===== config.mk =====
export PLATFORM = sky130hd
export DESIGN_NAME = chan_enable_reg
export DESIGN_NICKNAME = d
export VERILOG_FILES = /design/src/rtl/chen_pkg.sv /design/src/rtl/chen_ctrl.sv /design/src/rtl/chen_datapath.sv /design/src/rtl/chan_enable_reg.sv
export SDC_FILE = /design/constraint.sdc
export NUM_CORES = 1
export LEC_CHECK = 0
export BUFFER_PORTS_ARGS = -buffer_cell sky130_fd_sc_hd__buf_4
export CORE_UTILIZATION = 49
export CTS_CLUSTER_SIZE = 40
export DETAILED_ROUTE_END_ITERATION = 8
export PLACE_DENSITY = 0.93
export SLEW_MARGIN = 20
export SYNTH_ARGS = -nofsm -noshare
export SYNTH_HDL_FRONTEND = slang
export SYNTH_SLANG_ARGS = --single-unit

===== constraint.sdc =====
create_clock -name clk -period 1.8 [get_ports clk]
set_clock_uncertainty 0.05 [all_clocks]
set_input_delay 0.36 -clock clk [delete_from_list [all_inputs] [get_ports clk]]
set_output_delay 0.36 -clock clk [all_outputs]
set_load 0.01 [all_outputs]

===== src/rtl/chen_pkg.sv =====
package chen_pkg;
  localparam int FIELD_STRIDE = 4;

  typedef enum logic [1:0] {
    FLD_EN   = 2'd0,
    FLD_POL  = 2'd1,
    FLD_NEN  = 2'd2,
    FLD_NPOL = 2'd3
  } fieldSel_e;

  typedef struct packed {
    logic directLoad;  // write goes to both copies
    logic commCopy;    // move preload into active copy
  } ctlStrobe_t;
endpackage


===== src/rtl/chen_ctrl.sv =====
module chen_ctrl
  import chen_pkg::*;
#(
  parameter int NUM_CH   = 6,
  parameter int NUM_COMP = 4,
  parameter int REG_W    = 32,
  parameter int LOCK_W   = 2,
  parameter int MODE_W   = 2,
  parameter int LOCK_MIN = 2
) (
  input  logic                       wrEn,
  input  logic                       commPreloadEn,
  input  logic                       commEvent,
  input  logic [LOCK_W-1:0]          lockLevel,
  input  logic [MODE_W*NUM_COMP-1:0] chanMode,
  output logic [REG_W-1:0]           wrMask,
  output ctlStrobe_t                 strobes
);
  localparam int USED_W = NUM_CH * FIELD_STRIDE;

  logic polLocked;
  assign polLocked = (int'(lockLevel) >= LOCK_MIN);

  always_comb begin
    wrMask = '0;
    for (int ch = 0; ch < NUM_CH; ch++) begin
      for (int f = 0; f < FIELD_STRIDE; f++) begin
        logic present;
        logic locked;
        present = (f < 2) || (ch < NUM_COMP);
        locked  = 1'b0;
        if (f == int'(FLD_POL)) locked = polLocked;
        if (f == int'(FLD_NPOL) && ch < NUM_COMP)
          locked = polLocked && (chanMode[ch*MODE_W +: MODE_W] == '0);
        wrMask[ch*FIELD_STRIDE + f] = wrEn && present && !locked;
      end
    end
  end

  assign strobes.directLoad = wrEn && !commPreloadEn;
  assign strobes.commCopy   = commEvent;

  initial begin
    a_fit_r1: assert (USED_W <= REG_W);
  end
endmodule


===== src/rtl/chen_datapath.sv =====
module chen_datapath
  import chen_pkg::*;
#(
  parameter int NUM_CH   = 6,
  parameter int NUM_COMP = 4,
  parameter int REG_W    = 32
) (
  input  logic             clk,
  input  logic             rstN,
  input  logic [REG_W-1:0] wrData,
  input  logic [REG_W-1:0] wrMask,
  input  ctlStrobe_t       strobes,
  output logic [REG_W-1:0] preBits,
  output logic [REG_W-1:0] actBits
);
  localparam int USED_W = NUM_CH * FIELD_STRIDE;

  genvar ch, f;
  generate
    for (ch = 0; ch < NUM_CH; ch++) begin : g_ch
      for (f = 0; f < FIELD_STRIDE; f++) begin : g_fld
        localparam int B = ch * FIELD_STRIDE + f;
        if (ch < NUM_COMP) begin : g_buffered
          logic preQ, actQ;
          always_ff @(posedge clk or negedge rstN) begin
            if (!rstN) begin
              preQ <= 1'b0;
              actQ <= 1'b0;
            end else begin
              if (wrMask[B]) preQ <= wrData[B];
              if (wrMask[B] && strobes.directLoad) actQ <= wrData[B];
              else if (strobes.commCopy)           actQ <= preQ;
            end
          end
          assign preBits[B] = preQ;
          assign actBits[B] = actQ;
        end else if (f < 2) begin : g_direct
          logic bitQ;
          always_ff @(posedge clk or negedge rstN) begin
            if (!rstN)          bitQ <= 1'b0;
            else if (wrMask[B]) bitQ <= wrData[B];
          end
          assign preBits[B] = bitQ;
          assign actBits[B] = bitQ;
        end else begin : g_absent
          assign preBits[B] = 1'b0;
          assign actBits[B] = 1'b0;
        end
      end
    end
    for (ch = USED_W; ch < REG_W; ch++) begin : g_unused
      assign preBits[ch] = 1'b0;
      assign actBits[ch] = 1'b0;
    end
  endgenerate
endmodule


===== src/rtl/chan_enable_reg.sv =====
module chan_enable_reg
  import chen_pkg::*;
#(
  parameter int NUM_CH   = 6,
  parameter int NUM_COMP = 4,
  parameter int REG_W    = 32,
  parameter int LOCK_W   = 2,
  parameter int MODE_W   = 2
) (
  input  logic                       clk,
  input  logic                       rstN,
  input  logic                       wrEn,
  input  logic [REG_W-1:0]           wrData,
  input  logic                       commPreloadEn,
  input  logic                       commEvent,
  input  logic [LOCK_W-1:0]          lockLevel,
  input  logic [MODE_W*NUM_COMP-1:0] chanMode,
  output logic [REG_W-1:0]           rdData,
  output logic [REG_W-1:0]           activeBits
);
  localparam int LOCK_MIN = 2;

  function automatic logic [REG_W-1:0] fieldMask(input bit compOnly, input int fld);
    logic [REG_W-1:0] m;
    m = '0;
    for (int c = 0; c < NUM_CH; c++)
      for (int f = 0; f < FIELD_STRIDE; f++)
        if ((compOnly ? (c < NUM_COMP) : 1'b1) && (fld < 0 || f == fld))
          m[c*FIELD_STRIDE + f] = 1'b1;
    return m;
  endfunction

  localparam logic [REG_W-1:0] COMP_MASK = fieldMask(1'b1, -1);
  localparam logic [REG_W-1:0] POL_MASK  = fieldMask(1'b0, int'(FLD_POL));

  logic [REG_W-1:0] wrMask;
  ctlStrobe_t       strobes;

  chen_ctrl #(
    .NUM_CH(NUM_CH), .NUM_COMP(NUM_COMP), .REG_W(REG_W),
    .LOCK_W(LOCK_W), .MODE_W(MODE_W), .LOCK_MIN(LOCK_MIN)
  ) u_ctrl (
    .wrEn(wrEn), .commPreloadEn(commPreloadEn), .commEvent(commEvent),
    .lockLevel(lockLevel), .chanMode(chanMode),
    .wrMask(wrMask), .strobes(strobes)
  );

  chen_datapath #(
    .NUM_CH(NUM_CH), .NUM_COMP(NUM_COMP), .REG_W(REG_W)
  ) u_dp (
    .clk(clk), .rstN(rstN), .wrData(wrData), .wrMask(wrMask),
    .strobes(strobes), .preBits(rdData), .actBits(activeBits)
  );

  // locked output polarity bits hold in the readable copy
  p_pol_lock_r4: assert property (@(posedge clk) disable iff (!rstN)
    (wrEn && int'(lockLevel) >= LOCK_MIN) |=> ((rdData & POL_MASK) == ($past(rdData) & POL_MASK)));

  // preloaded channels hold their active bits between commutations
  p_comm_hold_r3: assert property (@(posedge clk) disable iff (!rstN)
    (commPreloadEn && !commEvent) |=> ((activeBits & COMP_MASK) == ($past(activeBits) & COMP_MASK)));

  // commutation loads the preload value seen before the edge
  p_comm_copy_r10: assert property (@(posedge clk) disable iff (!rstN)
    (commPreloadEn && commEvent) |=> ((activeBits & COMP_MASK) == ($past(rdData) & COMP_MASK)));

  // unlocked direct write leaves both copies equal
  p_direct_r7: assert property (@(posedge clk) disable iff (!rstN)
    (!commPreloadEn && wrEn && int'(lockLevel) < LOCK_MIN) |=> (activeBits == rdData));

  genvar gc;
  generate
    for (gc = 0; gc < NUM_COMP; gc++) begin : g_npol_chk
      // complementary polarity locked for output-mode channels
      p_npol_lock_r5: assert property (@(posedge clk) disable iff (!rstN)
        (wrEn && int'(lockLevel) >= LOCK_MIN && chanMode[gc*MODE_W +: MODE_W] == '0)
          |=> $stable(rdData[gc*FIELD_STRIDE + 3]));
    end
  endgenerate
endmodule


# Yosys cells after proc, flatten, opt, wreduce, memory -nomap -nowiden

Index checks and enable logic that the tools add are counted.

Logic and storage cells: 101
Bits in registers: 36
Bits of input ports: 47
Output and inout bits: 64

Magnitude comparators: 1
Muxes and demuxes: 32
Reduce and logical (&&, ||, !) cells: 32

Operators with widths:

| kind                                        | number |
|---|---|
| two-way mux 1 bit                           | 32 |
| logical AND 1 bit                           | 16 |
| nonzero test 2 bit                          | 6 |
| logical NOT 2 bit                           | 4 |
| logical NOT 1 bit                           | 6 |
| >= comparator 2 bit (second input constant) | 1 |

# Logic depth before layout (Yosys ltp)

Depth after elaboration: 6
Mapped depth: 6

# Modules after synthesis

From an unflattened synthesis, not the netlist that was laid out.

Cell total of the unflattened synthesis: 212
Area, all modules: 2,422.3 sq um

By module, submodules not included:

| module        | area an instance (sq um) | instances | cells an instance | sequential area each (sq um) |
|---|---|---|---|---|
| chen_datapath | 2,147.1                  | 1         | 173               | 900.9 |
| chen_ctrl     | 275.3                    | 1         | 39                | 0.0 |

# Worst setup path before layout

OpenSTA, ideal clock, no wires.

Kind: input -> register
From: input port wrEn
To: register u_dp.g_ch[0].g_fld[3].g_buffered.actQ
Slack: 0.559 ns
Buffers on the path: 2
Library setup time: 0.125 ns
Arrival time: 1.066 ns
Cell stages on the path: 5
Cell sequence: buf_6 > nand2b_2 > buf_6 > a21oi_2 > mux2_4

Cells in the longest elaborated chain, start to end: 3
Elaborated cells on any way between the ends: 5
Those cells by class: 1 x mux; 4 x reduce/logical

Ends and longest elaborated chain:

| element                                                        | RTL line                         | RTL |
|---|---|---|
| start: declaration                                             | chan_enable_reg.sv:12            | `input logic wrEn,` |
| logical AND 1 bit (on tied branches)                           | chen_ctrl.sv:35, chen_ctrl.sv:40 |  |
| logical AND 1 bit (*)                                          | chen_datapath.sv:31              | `if (wrMask[B] && strobes.directLoad) actQ <= wrData[B];` |
| two-way mux 1 bit / nonzero test 2 bit (equally long branches) | n/a                              |  |
| end signal: assignment                                         | chen_datapath.sv:31              |  |
| end signal: assignment                                         | chen_datapath.sv:32              | `else if (strobes.commCopy) actQ <= preQ;` |
| end: declaration                                               | chen_datapath.sv:24              | `logic preQ, actQ;` |

Every way passes the cells marked *; elsewhere a longest branch is shown, timed or not.
A chain may end at the register's enable or synchronous reset.

# Worst setup path in the final report

From: register u_dp.g_ch[0].g_fld[1].g_buffered.preQ
To: output port rdData[1]

RTL lines:

| element                  | RTL line              | RTL |
|---|---|---|
| start: declaration       | chen_datapath.sv:24   |  |
| start signal: assignment | chen_datapath.sv:30   | `if (wrMask[B]) preQ <= wrData[B];` |
| end: declaration         | chan_enable_reg.sv:18 | `output logic [REG_W-1:0] rdData,` |

No word-level cell between the ends.

==> results.md <==
- Status: complete, no violations
- Worst flop-to-flop path startpoint: u_dp.g_ch[0].g_fld[3].g_buffered.actQ$_DFFE_PN0P_
- Final-layout fill cell count: 368
- RSZ-0062 raised after global routing: no
- Worst min path class: input port to flip-flop
- VDD IR max: 382 uV
- Critical path type: flip-flop to output port
- Crit path cell chain: buf_4
- Leakage: 1.20 nW
- Pre-Repair DR Iteration Count: 3
- DRT antenna net count: 0
- Clock latency on the worst-skew pair: 0.28 ns
- Number of global-route vias before repair: 1142
- Final HPWL DP: 2870 um
- Clock share of power: 27.5%
- # setup viols final: 0
- Antenna Cells: 0
- Power per cell area: 894 nW/um^2
- TritonCTS Sinks: 36
- Vias: 1281
- Initial antenna violation count: 0
- Synth warn: 0
- Mapped Cells: 190
- Drt total wl: 3750 um
- Fin Setup TNS: 0 ns
- Setup ws final: 0.536 ns
- Worst slack at placement: 0.286 ns
- Grt ovf: 0
- Die height: 68.8 um
- Synthesized area: 2190 um^2
- GPL Wtd Cong: 0.679
- CP arrival: 0.85 ns
- P_int: 1.59 mW
- Most common cell after layout, fill and taps aside: buf_4
- # DRC: 0
- Hold Vio Cnt, Final: 0
- Post-synthesis cell type count: 20
- Critical-path top delay cell: dfrtp_1
- Flop pwr share: 45.9%
- Dpl cells: 265
- I/O pin cnt: 111
- Hold_sp: wrData[6]
- Number of port buffers: 73
- Row count: 23
- Crit-path max cell delay: 0.41 ns
- Die W: 68.8 um
- Worst path required time: 1.39 ns
- Setup Fix Bufs, Post-CTS: 0
- Max-slew violations: 0
- CP Launch Type: flip-flop
- H-tree depth: 2
- Max-cap check violation count: 0
- Final period util: 70.2%
- Largest net degree at the start of global routing: 37
- Most frequent cells in the layout: 74 x buf_4, 36 x dfrtp_1, 24 x conb_1
- TritonCTS buffer count: 5
- Sw frac: 26.9%
- Post-synthesis sequential area ratio: 41.2%
- Clk buf depth: 2
- CTS tree: yes
- Synth-to-Final Area Change: 11.2%
- Combinational power share: 26.6%
- Clock Pin Slew Worst Setup and Hold Paths: 0.07 ns
- Clk root buf: clkbuf_8
- Min cycle time layout: 1.26 ns
- Fraction of layout cells with a size suffix above 1: 53.8%
- Final net count: 270
- Via density: 4.69
- Register bit count reported by yosys: 36
- Top Family by Delay on Critical Path: flip-flops
- Core area: 4140 um^2
- Overall routing resource usage: 16.4%
- Critical Path Start: u_dp.g_ch[0].g_fld[1].g_buffered.preQ$_DFFE_PN0N_
- Peak fanout along the critical path: 3
- Switching Power: 0.585 mW
- Mean Syn Cell Area: 11.5 um^2
- Critical path endpoint category: output port
- Wire length per cell: 13.7 um
- Initial Utilization: 52.7%
- First-pass GRT wire length: 5360 um
- Final Non-Filler Cells: 273
- Max frequency: 0.791 GHz
- Initial drt markers: 25
- CP Buf/Inv Count: 1
- Die area: 4730 um^2
## sequential cells by signal, summed over array words and instances, names as in the netlist
name                             count
u_dp.g_ch.g_fld.g_buffered.preQ     16
u_dp.g_ch.g_fld.g_direct.bitQ        4
u_dp.g_ch.g_fld.g_buffered.actQ     16
## layout make-up
class | instances | area (um^2) | area share (%)
Clock buffer | 7 | 96.3 | 3.96
Sequential cell | 36 | 901 | 37.1
Tap cell | 50 | 62.6 | 2.57
Multi-Input combinational cell | 104 | 798 | 32.9
Timing Repair Buffer | 75 | 566 | 23.3
Inverter | 1 | 6.26 | 0.257
## per-stage QoR
step                      cell area [um^2]  power, mW  utilization [%]  hold WS, ns
final                                 2430       2.17             58.6        0.248
after global routing                  2430       2.31             58.6        0.240
after CTS                             2430       2.21             58.6        0.238
after detailed placement              2320       1.60             56.1        0.298
after global placement                2320       1.57             56.1        0.294
after floorplan                       2270       1.50                -       0.0144
## repair_timing
item                      4_1_cts  5_1_grt
resized for setup               0        0
hold buffers                    1        0
hold endpoints to repair       26        0
## layer usage
layer / track usage, % / wire length [um] / up-vias
met5: 0 / 0 / -
met4: 5.36 / 18 / 0
met3: 7.07 / 340 / 2
met2: 29.3 / 1890 / 65
met1: 17.3 / 1510 / 603
li1: - / - / 611
## synthesized netlist by cell type
master	count	area, um^2
dfrtp_1	36	901
mux2_2	19	214
a21oi_1	4	20.0
mux2i_1	12	120
nor2_1	4	15.0
nor3_1	4	20.0
a21oi_2	4	35.0
mux2_4	8	120
nand2_1	9	33.8
o21ai_0	6	30.0
nand2b_2	1	8.76
buf_6	7	78.8
nor2b_4	1	13.8
mux2_1	1	11.3
o31ai_2	4	50.1
buf_4	65	488
nand2_2	1	6.26
inv_4	1	6.26
conb_1	1	3.75
o21ai_1	2	10.0
## path summary, 6_finish.rpt
check	end	slack, ns	cells past startpoint
worst max-delay path	rdData[1]	0.54	1
worst min-delay path	u_dp.g_ch[1].g_fld[2].g_buffered.actQ$_DFFE_PN0P_	0.25	3
worst max register to register	u_dp.g_ch[0].g_fld[3].g_buffered.actQ$_DFFE_PN0P_	0.71	2
worst min register to register	u_dp.g_ch[1].g_fld[3].g_buffered.preQ$_DFFE_PN0N_	0.48	1
max in group asynchronous	u_dp.g_ch[4].g_fld[0].g_direct.bitQ$_DFFE_PN0P_	0.85	2
min in group asynchronous	u_dp.g_ch[3].g_fld[0].g_buffered.preQ$_DFFE_PN0P_	0.53	2
## logic make-up (layout without fill, tap and decap cells)
group / count (synthesis) / count (layout) / share of synthesized area [%]
AOI/OAI and AO/OA: 20 / 20 / 6.64
other: 1 / 24 / 0.172
and+or+nand+nor: 20 / 20 / 4.46
buffers and inverters: 73 / 83 / 26.2
DFF: 36 / 36 / 41.2
muxes: 40 / 40 / 21.3
## power groups by stage
stage	Clock [mW]	Combinational (mW)	Sequential (mW)
floorplan	0	0.515	0.987
global placement	0	0.569	1.00
detailed placement	0	0.587	1.01
CTS	0.621	0.588	0.998
global route	0.664	0.634	1.01
finish	0.597	0.579	0.997
Power figures use the tool's default switching activity.
